[config.mk]
export PLATFORM = sky130hd
export DESIGN_NAME = i2c_scl_gen
export DESIGN_NICKNAME = d
export VERILOG_FILES = /design/src/rtl/i2c_scl_pkg.sv /design/src/rtl/scl_len_decode.sv /design/src/rtl/scl_phase_cnt.sv /design/src/rtl/i2c_scl_gen.sv
export SDC_FILE = /design/constraint.sdc
export NUM_CORES = 1
export LEC_CHECK = 0
export BUFFER_PORTS_ARGS = -buffer_cell sky130_fd_sc_hd__buf_2
export CAP_MARGIN = 15
export CORE_UTILIZATION = 55
export DETAILED_ROUTE_END_ITERATION = 10
export GPL_TIMING_DRIVEN = 0
export PLACE_DENSITY = 0.78
export RECOVER_POWER = 25
export SETUP_SLACK_MARGIN = 0.05
export SYNTH_ARGS = -nofsm -noshare
export SYNTH_HDL_FRONTEND = slang
export SYNTH_SLANG_ARGS = --single-unit
[constraint.sdc]
create_clock -name clk -period 4.5 [get_ports clk]
set_clock_uncertainty 0.1 [all_clocks]
set_input_delay 0.675 -clock clk [delete_from_list [all_inputs] [get_ports clk]]
set_output_delay 0.675 -clock clk [all_outputs]
set_load 0.02 [all_outputs]
[src/rtl/i2c_scl_pkg.sv]
package i2c_scl_pkg;
  // extra source cycles added to every phase
  localparam int unsigned SCL_OVERHEAD = 3;

  typedef enum logic [1:0] {
    SCL_OFF  = 2'd0,
    SCL_LOW  = 2'd1,
    SCL_REL  = 2'd2,
    SCL_HIGH = 2'd3
  } scl_state_t;
endpackage

[src/rtl/scl_len_decode.sv]
module scl_len_decode #(
  parameter int DIV_W = 8,
  localparam int CTL_W = 3 * DIV_W,
  localparam int LEN_W = DIV_W + 1
) (
  input  logic [CTL_W-1:0] clk_ctl,
  output logic [LEN_W-1:0] low_len,
  output logic [LEN_W-1:0] high_len,
  output logic [DIV_W-1:0] hs_div
);
  import i2c_scl_pkg::*;

  logic [DIV_W-1:0] lo_f, hi_f;

  assign lo_f   = clk_ctl[DIV_W-1:0];
  assign hs_div = clk_ctl[2*DIV_W-1:DIV_W];
  assign hi_f   = clk_ctl[3*DIV_W-1:2*DIV_W];

  always_comb begin
    low_len  = LEN_W'(lo_f) + LEN_W'(SCL_OVERHEAD);
    // zero upper field selects the symmetric clock
    high_len = (hi_f == '0) ? low_len : LEN_W'(hi_f) + LEN_W'(SCL_OVERHEAD);
  end
endmodule

[src/rtl/scl_phase_cnt.sv]
module scl_phase_cnt #(
  parameter int LEN_W = 9
) (
  input  logic             clk,
  input  logic             rst_n,
  input  logic             clr,
  input  logic             run,
  input  logic [LEN_W-1:0] len,
  output logic             last
);
  logic [LEN_W-1:0] cnt;

  assign last = run && (cnt == len - LEN_W'(1));

  always_ff @(posedge clk or negedge rst_n) begin
    if (!rst_n)      cnt <= '0;
    else if (clr)    cnt <= '0;
    else if (run)    cnt <= last ? '0 : cnt + LEN_W'(1);
  end
endmodule

[src/rtl/i2c_scl_gen.sv]
module i2c_scl_gen #(
  parameter int DIV_W = 8,
  localparam int CTL_W = 3 * DIV_W,
  localparam int LEN_W = DIV_W + 1
) (
  input  logic             clk,
  input  logic             rst_n,
  input  logic             enable,
  input  logic [CTL_W-1:0] clk_ctl,
  input  logic             scl_in,
  output logic             scl_rel,
  output logic             fall_stb,
  output logic             rise_stb,
  output logic             smp_stb,
  output logic [DIV_W-1:0] hs_div
);
  import i2c_scl_pkg::*;

  scl_state_t       state, nxt;
  logic [LEN_W-1:0] low_len, high_len;
  logic             lo_last, hi_last, lo_run, hi_run;

  scl_len_decode #(.DIV_W(DIV_W)) u_dec (
    .clk_ctl (clk_ctl),
    .low_len (low_len),
    .high_len(high_len),
    .hs_div  (hs_div)
  );

  assign lo_run = (state == SCL_LOW);
  // the cycle that first sees the line high is the first timed high cycle
  assign hi_run = (state == SCL_HIGH) || ((state == SCL_REL) && scl_in);

  scl_phase_cnt #(.LEN_W(LEN_W)) u_lo_cnt (
    .clk(clk), .rst_n(rst_n), .clr(!enable), .run(lo_run),
    .len(low_len), .last(lo_last)
  );

  scl_phase_cnt #(.LEN_W(LEN_W)) u_hi_cnt (
    .clk(clk), .rst_n(rst_n), .clr(!enable), .run(hi_run),
    .len(high_len), .last(hi_last)
  );

  always_comb begin
    nxt = state;
    if (!enable) nxt = SCL_OFF;
    else begin
      unique case (state)
        SCL_OFF:  nxt = SCL_LOW;
        SCL_LOW:  if (lo_last) nxt = SCL_REL;
        SCL_REL:  if (scl_in)  nxt = SCL_HIGH;
        SCL_HIGH: if (hi_last) nxt = SCL_LOW;
        default:  nxt = SCL_OFF;
      endcase
    end
  end

  always_ff @(posedge clk or negedge rst_n) begin
    if (!rst_n) begin
      state    <= SCL_OFF;
      fall_stb <= 1'b0;
      rise_stb <= 1'b0;
      smp_stb  <= 1'b0;
    end else begin
      state    <= nxt;
      fall_stb <= (nxt == SCL_LOW)  && (state != SCL_LOW);
      rise_stb <= (nxt == SCL_REL)  && (state != SCL_REL);
      smp_stb  <= (nxt == SCL_HIGH) && (state != SCL_HIGH);
    end
  end

  assign scl_rel = (state != SCL_LOW);
endmodule

# ---- Word-level counts from Yosys, hierarchy flattened
# Index checks and enable logic that the tools add are counted.
dict set report totals {
  regBits 23
  latch_bits 0
  mem_bits_rw 0
  rom_bits 0
  input_bits 28
  output_inout_bits 12
  word_cells 46
  n_memories 0
}
dict set report op_classes {
  addsub 6
  mul 0
  n_div 0
  order_cmp 0
  n_eq_ne 13
  n_shift 0
  mux 12
  n_bitwise 0
  reduce_logical 9
}
# operator count
set ops {}
lappend ops {{two-way mux 9 bit} 7}
lappend ops {{adder 8 x 2 -> 9 bit, second input constant} 2}
lappend ops {{adder 9 x 1 -> 9 bit, second input constant} 2}
lappend ops {{equality test 9 bit} 2}
lappend ops {{subtractor 9 x 1 -> 9 bit, second input constant} 2}
lappend ops {{equality test 2 bit, second input constant} 4}
lappend ops {{zero test 8 bit} 1}
lappend ops {{two-way mux 2 bit} 4}
lappend ops {{case mux 2 bit (4 select lines)} 1}
lappend ops {{logical AND 1 bit} 6}
lappend ops {{inequality test 2 x 1 -> 1 bit, second input constant} 3}
lappend ops {{equality test 2 x 1 -> 1 bit, second input constant} 2}
lappend ops {{inequality test 2 bit, second input constant} 2}
lappend ops {{zero test 2 bit} 1}
lappend ops {{logical OR 1 bit} 1}

# ---- Longest topological paths before layout
# Gate-level depths: netlist (run 1).
dict set report logic_depth {
  word_depth 10
  mapped_depth 17
  ltp_nobuf 16
}

# ---- By module
# A second synthesis (run 1) with hierarchy kept.
dict set report unflattened {
  cells_unflattened 282
  area_unflattened_um2 2393.5
}
# mod instances cells_each area_each_um2 seq_area_each_um2
set modules_own_cells {}
lappend modules_own_cells {{scl_phase_cnt (u_hi_cnt)} 1 108 920.9 225.2}
lappend modules_own_cells {{scl_phase_cnt (u_lo_cnt)} 1 92 792.0 225.2}
lappend modules_own_cells {scl_len_decode 1 63 454.2 0.0}
lappend modules_own_cells {i2c_scl_gen 1 19 226.5 125.1}

# ---- Least setup slack after synthesis (run 1)
# No wires, ideal clock.
dict set report synth_path {
  kind {input to register}
  startpoint {input clk_ctl[16]}
  endpoint {register u_hi_cnt.cnt[6]}
  setup_time_ps 126
  arrival_ps 3565
  setup_slack_ps 709
  path_stages 15
  cell_sequence {inv_1 > ha_1 > nor3b_1 > nand2_1 > clkbuf_1 > mux2_2 > ha_1 > o21ai_1 > or3_1 > o211a_1 > nor3_1 > o2111ai_1 > a21oi_4 > nor2_2 > a221o_1}
}
dict set report synth_between {
  elab_chain_len 8
}
# item line
set synth_lines {}
lappend synth_lines {{start: declaration} i2c_scl_gen.sv:9} ;# input logic [CTL_W-1:0] clk_ctl,
lappend synth_lines {{adder 8 x 2 -> 9 bit or zero test 8 bit (tied branches)} scl_len_decode.sv:22} ;# high_len = (hi_f == '0) ? low_len : LEN_W'(hi_f) + LEN_W'(SCL_OVERHEAD);
lappend synth_lines {{two-way mux 9 bit (*)} scl_len_decode.sv:22}
lappend synth_lines {{subtractor 9 x 1 -> 9 bit (*)} scl_phase_cnt.sv:13} ;# assign last = run && (cnt == len - LEN_W'(1));
lappend synth_lines {{equality test 9 bit (*)} scl_phase_cnt.sv:13}
lappend synth_lines {{logical AND 1 bit (*)} scl_phase_cnt.sv:13}
lappend synth_lines {{two-way mux 9 bit (*) (2 in series)} scl_phase_cnt.sv:18} ;# else if (run) cnt <= last ? '0 : cnt + LEN_W'(1);
lappend synth_lines {{two-way mux 9 bit (*)} scl_phase_cnt.sv:17} ;# else if (clr) cnt <= '0;
lappend synth_lines {{end signal: assignment} scl_phase_cnt.sv:18}
lappend synth_lines {{end: declaration} scl_phase_cnt.sv:11} ;# logic [LEN_W-1:0] cnt;
# Mark *: on every way between the ends. The rest lies on a longest branch, timed or not. The select of a mux whose other input is x is not followed.
# A chain may end at the register's enable or synchronous reset.

# ---- Worst setup path in the final report (run 1)
# Ends and elaborated chain as after synthesis.

==> results of run 1 <==
-- per-layer routing --
metal	routed length [µm]	track usage (%)
met2	2520	43.6
met3	158	3.60
met4	37	4.79
met5	0	0
met1	2460	33.5
-- power breakdown --
| part | leakage, nW | internal [W] | switching (W) | total, W |
|---|---|---|---|---|
| clock | 0.0228 | 0.0000633 | 0.0000662 | 0.000130 |
| combinational | 0.809 | 0.0000562 | 0.0000817 | 0.000138 |
| sequential | 0.317 | 0.000209 | 0.00000311 | 0.000212 |
-- synthesized netlist by cell type, types with 4 or more instances --
cell type / n / share of area (%)
a21oi_1: 7 / 1.5
a221o_1: 4 / 1.7
a22o_1: 4 / 1.5
and2_1: 5 / 1.3
and3_1: 6 / 1.6
buf_4: 8 / 2.6
clkbuf_1: 5 / 0.81
dfrtp_1: 23 / 25
ha_1: 6 / 3.2
inv_1: 13 / 2.1
mux2i_1: 4 / 1.7
nand2_1: 23 / 3.7
nand2b_1: 4 / 1.1
nand3_1: 12 / 2.6
nand4_1: 8 / 2.2
nor2_1: 17 / 2.8
nor2b_1: 5 / 1.3
nor3_1: 12 / 2.6
nor4_1: 5 / 1.3
o211ai_1: 4 / 1.3
o21ai_0: 10 / 2.2
o21ai_1: 20 / 4.3
o31ai_1: 5 / 1.6
xnor2_1: 18 / 6.8
xor2_1: 15 / 5.7
-- cell families (layout without fill, tap and decap cells) --
logic type,after synthesis,count (layout)
xor gates and xnor gates,33,33
adders and majority gates,6,6
AOI/OAI and AO/OA,73,73
and+or+nand+nor,120,120
buffers and inverters,30,64
DFF,23,23
muxes,6,6
-- path summary, 6_finish.rpt --
| kind | to | depth (start not counted) |
|---|---|---|
| setup / recovery | u_hi_cnt.cnt[6]$_DFFE_PN0P_ | 17 |
| hold / removal | u_lo_cnt.cnt[7]$_DFFE_PN0P_ | 1 |
| setup reg to reg | u_lo_cnt.cnt[7]$_DFFE_PN0P_ | 10 |
| hold reg to reg | u_lo_cnt.cnt[7]$_DFFE_PN0P_ | 1 |
| max in group asynchronous | rise_stb$_DFF_PN0_ | 1 |
| min in group asynchronous | u_hi_cnt.cnt[3]$_DFFE_PN0P_ | 1 |
-- layout make-up --
class                   instances  area (µm²)
multi-input cells             238        1600
fillers                       397        1450
flip-flops and latches         23         576
repair buffers                 30         149
plain buffers                  17        97.6
well taps                      50        62.6
inverters                      13        48.8
clock buffers                   4        45.0
-- state kept, by name, indices dropped and copies added (netlist names) --
signal and count:
u_hi_cnt.cnt 9, state 2, rise_stb 1, fall_stb 1, u_lo_cnt.cnt 9, smp_stb 1
-- through the flow --
step | power [W] | hold WS, ps | cell area [µm²]
2_1_floorplan | 0.000312 | 279 | 2320
4_1_cts | 0.000483 | 289 | 2570
3_3_place_gp | 0.000351 | 413 | 2530
3_5_place_dp | 0.000353 | 423 | 2530
5_1_grt | 0.000511 | 457 | 2580
6_report | 0.000480 | 431 | 2580
-- worst reg2reg max path, delay by kind of cell (launching register included) --
| family | cells | cell delay, ps |
|---|---|---|
| DFF | 1 | 430 |
| buffers and inverters | 2 | 540 |
| and+or+nand+nor | 4 | 680 |
| AOI/OAI and AO/OA | 4 | 650 |
==> results.ini, run 1 <==
[outcome]
status = complete, no violations

[floorplan]
core.rowCount = 23
core_area_mm2 = 0.00403
die_height_um = 66.9
initial_core_util_pct = 57.5
io_pins = 40
die_w_um = 66.9
dieArea_mm2 = 0.00448

[final_layout]
layout_common_cells = buf_2 (32), nand2_1 (23), dfrtp_1 (23), o21ai_1 (20), xnor2_1 (18)
final_util_pct = 64.0
syn_to_final_growth_pct = 11.3
final_common_cell = buf_2
drive_above_1_share_pct = 16.9
nNetsFinal = 360
finalNonFillerCells = 375
diodes = 0

[clock_network]
cts_resized = 0
ctsHoldBuffers = 0
clock_latency_ps = 270
htree_levels = 1
clkSinkCount = 23
cts_buffers = 3
tritoncts = yes
cts_buffer_depth = 2
cts_setup_buffers = 0
cts.reportedPaths.clkPinSlew_ps = 80
cts-root-buf = clkbuf_8

[synth]
synthSimpleGateAreaFrac_pct = 29.2
synth_seq_cells = 23
ys_types = 58
synth_compound_area_share_pct = 21.2
yosys_warnings = 0
seq_area_frac_synth_pct = 24.8
synth_xor_area_share_pct = 12.5
synth_top_family_by_area = simple AND/OR/NAND/NOR gates
syn_avg_cell_area_um2 = 7.96
muxShareOfSynthArea_pct = 2.70
syn-cell-area_mm2 = 0.00232
synthesis.instances = 291
synthesis.nets = 325
synth-adder-area-share_pct = 3.24
async_flop_share_pct = 100
synth_ff_type = dfrtp_1
synth-edff-count = 0

[timing]
fin_tns_setup_ps = 0
final.setup.worst_slack_ps = 355
min_period_over_period_pct = 92.1
fin_crit_ps = 4140
hold_viol_final = 0
slew_headroom_pct = 16.1
slew_violations = 0
setup_viol = 0
rsz0062_at_grt = false
timing.fmax_mhz = 241
tightest_slew_ps = 1260

[pwr]
ir_drop_v = 0.000169
power_leakage_nw = 1.15
power_density_mw_per_mm2 = 186

[placed_design]
io_buffer_count = 30
dp_cells = 371
gp_congestion = 0.836
dp_hpwl_um = 4010
dpl_worst_slack_ps = 76.8

[run]
cap_violations = 0

[worst_setup_path]
crit_family = compound AO/OA/AOI/OAI gates
startpoint = clk_ctl[16]
cpPeakStageDelay_ps = 390
crit_slowest_cell = mux2_2
crit_buf_inv = 4
path_class = in -> reg
cp-end-kind = flop
r2r_start = state[0]$_DFF_PN0_
r2r_setup_slack_ps = 1990
worstPathRequired_ps = 4560
startpoint_type = input port
crit_fanout = 10
path_cells = buf_2, inv_1, ha_1, nor3b_1, nand2_1, clkbuf_1, mux2_2, ha_1, xor2_1, inv_1, a211oi_1, a31oi_1, nor3_1, o2111ai_1, a21oi_4, nor2_2, a221o_1
cp.arrival_ps = 4200

[routing]
wl_um = 5170
dr.pass1.iters = 4
vias = 2243
route.detailed.drc = 0
wl_per_cell_um = 13.8
drtIter0Drc = 92
ant_nets = 0
via_per_inst = 5.98

[global_route]
grt_usage_pct = 25.3
grt_pass1_wl_um = 8670
grt_pass1_vias = 1938
antenna_found_initial = 0
grt_max_degree = 24
grt-ovfl-total = 0

[hold_path]
hold_start = u_lo_cnt.cnt[7]$_DFFE_PN0P_
min_path_type = reg -> reg

No activity file was read; power rests on OpenSTA's default activity.
==> inputs of run 2 (changes only) <==
RECOVER_POWER = 100   (was 25)
SKIP_LAST_GASP = 1   (was unset)
==> results.ini, run 2 (synthesis gave the netlist of run 1 again) <==
[outcome]
status = complete, no violations

[run]
cap_violations = 0  ; unchanged

[final_layout]
fill_cells = 401  ; +1.0%
layout_common_cells = nand2_1 (23), dfrtp_1 (23), clkbuf_1 (21), buf_2 (18), xnor2_1 (18)
syn_to_final_growth_pct = 10.6
reg_top3 = u_hi_cnt.cnt (9), u_lo_cnt.cnt (9), state (2)
drive_above_1_share_pct = 12.6  ; -4.3 points
multiInputGateArea_mm2 = 0.00160  ; unchanged
diodes = 0  ; unchanged
nNetsFinal = 360  ; unchanged
regArea_um2 = 576  ; unchanged
final_area_mm2 = 0.00256  ; -0.68%

[hold_path]
holdPathEnd = u_lo_cnt.cnt[7]$_DFFE_PN0P_
hold_start = u_lo_cnt.cnt[7]$_DFFE_PN0P_
worstHoldPathCells = 1  ; unchanged
min_path_type = reg -> reg

[worst_setup_path]
crit_fanout = 10  ; unchanged
startpoint = clk_ctl[16]
cp.arrival_ps = 4200  ; about the same
startpoint_type = input port
worstPathRequired_ps = 4560  ; about the same
path_class = in -> reg
cp-end-kind = flop
r2r_end = u_lo_cnt.cnt[7]$_DFFE_PN0P_
ff2ff_path_depth = 10  ; unchanged
r2r_setup_slack_ps = 1810  ; -180 ps
r2r_start = state[0]$_DFF_PN0_

[clock_network]
cts.reportedPaths.clkPinSlew_ps = 80  ; about the same
clkSinkCount = 23  ; unchanged
cts_setup_buffers = 0  ; unchanged
clock_latency_ps = 270  ; about the same
cts_buffers = 3  ; unchanged
cts-root-buf = clkbuf_8
htree_levels = 1  ; unchanged
ctsHoldBuffers = 0  ; unchanged
cts_buffer_depth = 2  ; unchanged
tritoncts = yes

[floorplan]
io_pins = 40  ; unchanged
core_area_mm2 = 0.00403  ; unchanged
die_w_um = 66.9  ; unchanged
die_height_um = 66.9  ; unchanged
initial_core_util_pct = 57.5  ; unchanged
dieArea_mm2 = 0.00448  ; unchanged
core.rowCount = 23  ; unchanged

[timing]
fin_crit_ps = 4150  ; +2.47 ps
fin_tns_setup_ps = 0  ; unchanged
slew_headroom_pct = 16.1  ; +0.021 points
slew_violations = 0  ; unchanged
setup_viol = 0  ; unchanged
timing.fmax_mhz = 241  ; about the same
hold_viol_final = 0  ; unchanged
min_period_over_period_pct = 92.2  ; about the same
tightest_slew_ps = 1260  ; -0.310 ps
rsz0062_at_grt = false

[pwr]
ir_drop_v = 0.000167  ; -1.6%
seqPwrFrac_pct = 44.4  ; +0.2 points
power_switching_share_pct = 31.6  ; +0.099 points
p_switching_w = 0.000151  ; -0.13%
power.share.clock_pct = 27.0  ; about the same
power_density_mw_per_mm2 = 186  ; +0.23%
combPwrFrac_pct = 28.5  ; -0.3 points
power_w = 0.000477  ; -0.45%
power_leakage_nw = 1.11  ; -3.7%
p_int_w = 0.000327  ; -0.59%

[global_route]
antenna_found_initial = 0  ; unchanged
grt_pass1_wl_um = 8670  ; unchanged
grt-ovfl-total = 0  ; unchanged
grt_max_degree = 24  ; unchanged
grt_usage_pct = 25.3  ; unchanged
grt_pass1_vias = 1938  ; unchanged

[routing]
m1WireLength_um = 2520  ; +2.5%
drtIter0Drc = 118  ; +28%
wl_um = 5190  ; +0.29%
route.detailed.drc = 0  ; unchanged
met3WireLength_um = 103  ; -35%
dr.pass1.iters = 4  ; unchanged
wl_per_cell_um = 13.8  ; +0.29%
wl_met2_um = 2530  ; +0.28%
via_per_inst = 6.01  ; +0.40%
ant_nets = 0  ; unchanged
routed.top_layer = met4
vias = 2252  ; +0.40%

[placed_design]
io_buffer_count = 30  ; unchanged
gp_congestion = 0.836  ; unchanged
dp_hpwl_um = 4010  ; unchanged
dpl_cell_area_mm2 = 0.00253  ; unchanged

[run 2: changes by cell type in the layout (fill, tap and decap cells not counted), sizes merged]
cell / change
clkbuf: +14
buf: -14
[run 2: timing repair]
item / CTS / global route
setup endpoints to repair: 0 / 3
endpoints found under the hold margin: 0 / 0
gates resized for setup: 0 / 1
[run 2: worst max-delay path, cell delays in order]
cell and delay, ps:
buf_2 140, inv_1 60, ha_1 250, nor3b_1 180, nand2_1 140, clkbuf_1 360, mux2_2 390, ha_1 210
xor2_1 220, inv_1 60, a211oi_1 240, a31oi_1 60, nor3_1 230, o2111ai_1 190, a21oi_4 290, nor2_2 160
a221o_1 330
[run 2: worst max-delay path by stage]
| stage | to | slack, ps | cells past startpoint |
|---|---|---|---|
| 2_1_floorplan | u_hi_cnt.cnt[6]$_DFFE_PN0P_ | 710 | 15 |
| 3_3_place_gp | u_hi_cnt.cnt[5]$_DFFE_PN0P_ | 110 | 17 |
| 3_5_place_dp | u_hi_cnt.cnt[6]$_DFFE_PN0P_ | 80 | 17 |
| 4_1_cts | u_hi_cnt.cnt[6]$_DFFE_PN0P_ | 370 | 17 |
| 5_1_grt | u_hi_cnt.cnt[6]$_DFFE_PN0P_ | 50 | 17 |
| 6_report | u_hi_cnt.cnt[6]$_DFFE_PN0P_ | 350 | 17 |
[run 2: final cells by class]
cell class	instances	share of cell area [%]
plain buffers	17	3.76
flip-flops and latches	23	22.5
multi-input cells	238	62.5
repair buffers	30	5.18
clock buffers	4	1.76
well taps	50	2.44
inverters	13	1.90
[run 2: power by group through the flow]
stage | sequential [W] | clock, W | combinational, W
2_1_floorplan | 0.000216 | 0 | 0.0000956
3_3_place_gp | 0.000216 | 0 | 0.000135
3_5_place_dp | 0.000216 | 0 | 0.000137
4_1_cts | 0.000212 | 0.000133 | 0.000137
5_1_grt | 0.000213 | 0.000144 | 0.000152
6_report | 0.000212 | 0.000129 | 0.000136
[run 2: stage by stage]
step | setup WS, ps | hold WS (ps) | util (%) | cells
final | 353 | 428 | 63.6 | 375
after global routing | 51.0 | 454 | 63.6 | 375
after global placement | 113 | 413 | 62.8 | 371
after floorplan | 709 | 279 | - | 291
after CTS | 366 | 289 | 63.9 | 375
after detailed placement | 76.8 | 423 | 62.8 | 371
[run 2: routing by layer]
layer  global-route usage (%)  vias up
met3                     3.60        4
met5                        0        -
met2                     43.6       26
met4                     4.79        0
met1                     33.5     1086
li1                         -     1136
==> inputs of run 3 (changes only) <==
ABC_AREA = 1   (was unset)
CTS_CLUSTER_DIAMETER = 150   (was unset)
==> results.ini, run 3 <==
[final_layout]
regArea_um2 = 576  ; unchanged
fill_cells = 417  ; +4.0%
diodes = 0  ; unchanged
final_common_cell = nand2_1
multiInputGateArea_mm2 = 0.00146  ; -8.6%
drive_above_1_share_pct = 12.0  ; -0.65 points
layout_common_cells = nand2_1 (125), inv_1 (57), nand3_1 (46), nor2_1 (34), dfrtp_1 (23)
final_area_mm2 = 0.00259  ; +0.93%
nNetsFinal = 453  ; +26%
syn_to_final_growth_pct = 8.79
reg_top3 = u_hi_cnt.cnt (9), u_lo_cnt.cnt (9), state (2)

[run]
cap_violations = 0  ; unchanged

[clock_network]
cts.reportedPaths.clkPinSlew_ps = 80  ; about the same
ctsHoldBuffers = 0  ; unchanged
tritoncts = yes
cts_setup_buffers = 0  ; unchanged
htree_levels = 1  ; unchanged
cts_buffer_depth = 2  ; unchanged
clock_latency_ps = 270  ; about the same
cts-root-buf = clkbuf_8
cts_buffers = 3  ; unchanged
cts_resized = 0  ; unchanged
clkSinkCount = 23  ; unchanged

[floorplan]
core_area_mm2 = 0.00409  ; +1.4%
die_height_um = 67.7  ; +1.2%
core.rowCount = 23  ; unchanged
dieArea_mm2 = 0.00459  ; +2.5%
die_w_um = 67.7  ; +1.2%
initial_core_util_pct = 58.2  ; +0.66 points
io_pins = 40  ; unchanged

[worst_setup_path]
cpPeakStageDelay_ps = 350  ; -40 ps
r2r_setup_slack_ps = 2270  ; +460 ps
crit_slowest_cell = a21oi_1
startpoint_type = input port
cp.arrival_ps = 3190  ; -1010 ps
path_class = in -> reg
crit_family = simple AND/OR/NAND/NOR gates
ff2ff_path_depth = 16  ; +6
worstPathRequired_ps = 4550  ; about the same
r2r_end = u_lo_cnt.cnt[0]$_DFFE_PN0P_
cp-end-kind = flop
crit_buf_inv = 3  ; -1
path_cells = clkbuf_1, inv_1, ha_1, inv_1, nand3_1, nand2_1, nand2_1, a21oi_1, nand2_1, nor2_1, nor2_1, nor2_1, nand2_1, nor2_2, nand2_1, nand2_1, o22ai_1
cp_common_cell = nand2_1
crit_fanout = 7  ; -3
r2r_start = u_lo_cnt.cnt[1]$_DFFE_PN0P_

[synth]
yosys-top-cells-count = nand2_1 (120), inv_1 (55), nand3_1 (46)
yosys_warnings = 0  ; unchanged
syn-cell-area_mm2 = 0.00238  ; +2.6%
synth_most_common_cell = nand2_1
synth_ff_type = dfrtp_1
ys_types = 30  ; -48%
synthTopCellsByArea = dfrtp_1 (24%), nand2_1 (19%), nand3_1 (9.7%)
synth-edff-count = 0  ; unchanged
seq_area_frac_synth_pct = 24.2  ; -0.63 points
async_flop_share_pct = 100  ; unchanged
syn_avg_cell_area_um2 = 6.19  ; -22%
yosysTopAreaCell = dfrtp_1
yosysTopAreaCellShare_pct = 24.2  ; -0.63 points
synth_seq_cells = 23  ; unchanged
synthesis.instances = 384  ; +32%
synthesis.nets = 418  ; +29%

[routing]
route.detailed.drc = 0  ; unchanged
wl_um = 5210  ; +0.46%
wl_per_cell_um = 11.1  ; -20%
dr.pass1.iters = 5  ; +1
ant_nets = 0  ; unchanged
vias = 2396  ; +6.4%
drtIter0Drc = 141  ; +19%
via_per_inst = 5.12  ; -15%

[pwr]
power_leakage_nw = 1.37  ; +24%
power_density_mw_per_mm2 = 186  ; about the same
ir_drop_v = 0.000176  ; +5.5%

[global_route]
grt_max_degree = 24  ; unchanged
grt_usage_pct = 25.2  ; -0.16 points
antenna_found_initial = 0  ; unchanged
grt_pass1_wl_um = 8760  ; +1.1%
grt_pass1_vias = 2013  ; +3.9%
grt-ovfl-total = 0  ; unchanged

[hold_path]
worstHoldPathCells = 2  ; +1
min_path_type = reg -> reg
holdPathEnd = u_lo_cnt.cnt[8]$_DFFE_PN0P_
hold_start = u_lo_cnt.cnt[8]$_DFFE_PN0P_

[timing]
tightest_slew_ps = 1240  ; -22.2 ps
fin_crit_ps = 3140  ; -1010 ps
setup_viol = 0  ; unchanged
rsz0062_at_grt = false
hold_viol_final = 0  ; unchanged
slew_violations = 0  ; unchanged
timing.fmax_mhz = 319  ; +32%
slew_headroom_pct = 17.6  ; +1.5 points
fin_tns_setup_ps = 0  ; unchanged
min_period_over_period_pct = 69.7  ; -22 points

[placed_design]
gp_congestion = 0.881  ; +5.3%
dp_hpwl_um = 4260  ; +6.1%
io_buffer_count = 30  ; unchanged
dpl_cell_area_mm2 = 0.00259  ; +2.4%

[outcome]
status = complete, no violations

==> run 3: cell types whose count changed in the layout (fill, tap and decap cells not counted), moves of 8 or more <==
cell     delta
nand2_1   +102
inv_1      +44
nand3_1    +34
nor2_1     +17
xnor2_1    -15
o21ai_1    -12
o22ai_1    +12
o21ai_0     -8
==> run 3: how the worst max path moves through the flow <==
stage | startpoint | endpoint | slack (ps) | cells past startpoint
3_3_place_gp | clk_ctl[16] | u_hi_cnt.cnt[2]$_DFFE_PN0P_ | 1410 | 20
6_report | clk_ctl[0] | u_hi_cnt.cnt[6]$_DFFE_PN0P_ | 1360 | 17
2_1_floorplan | clk_ctl[16] | smp_stb$_DFF_PN0_ | 1770 | 21
5_1_grt | clk_ctl[0] | u_hi_cnt.cnt[3]$_DFFE_PN0P_ | 950 | 17
3_5_place_dp | clk_ctl[16] | smp_stb$_DFF_PN0_ | 1370 | 22
4_1_cts | clk_ctl[16] | smp_stb$_DFF_PN0_ | 1650 | 22
==> run 3: per-stage QoR <==
stage	cells	hold slack, ps	utilization (%)	setup WS (ps)	power (W)
final	468	501	63.3	1360	0.000482
after global routing	468	536	63.3	947	0.000513
after CTS	468	279	64.5	1650	0.000488
after detailed placement	464	485	63.4	1370	0.000361
after global placement	464	478	63.4	1410	0.000358
after floorplan	384	279	-	1770	0.000321
==> run 3: routing by layer <==
metal	vias to the layer above	part of all wire, %	global-route usage, %
met3	9	4.6	1.18
met4	0	1.8	9.04
met1	1044	51	35.7
met5	-	0	0
met2	71	43	40.2
li1	1272	-	-
==> run 3: power by group <==
part | internal [W] | switching, W | leakage [nW]
Clock | 0.0000619 | 0.0000668 | 0.0255
Combinational | 0.0000479 | 0.0000926 | 1.02
Sequential | 0.000210 | 0.00000264 | 0.316
Total | 0.000320 | 0.000162 | 1.37
==> run 3: cells by family (layout without fill, tap and decap cells) <==
kind of cell    count (synthesis)  after routing  synth area share [%]
buf+inv                        71            105                  12.8
simple gates                  231            231                  43.4
flops                          23             23                  24.2
xor+xnor                       22             22                  8.68
compound gates                 31             31                  7.74
fa+ha+maj                       6              6                  3.16
==> run 3: cell type report <==
cell class | instances | share of cell area [%]
Buffer | 10 | 2.95
Tap cell | 50 | 2.42
Inverter | 61 | 8.85
Sequential cell | 23 | 22.3
Multi-Input combinational cell | 290 | 56.6
Clock buffer | 3 | 1.60
Timing Repair Buffer | 30 | 5.13
Clock inverter | 1 | 0.194
==> run 3: worst reg2reg max path, stage by stage, from the launching register on <==
cell	delay, ps
dfrtp_1	400
inv_1	110
nand2_1	60
nand2_1	80
nand3_1	70
o21ai_0	70
nand3_1	80
nor2_1	110
nand3_1	80
nor2_1	80
nand3_1	130
nor2_1	170
clkinv_1	100
nand2_1	230
inv_1	90
nand2_1	70
o21ai_0	70
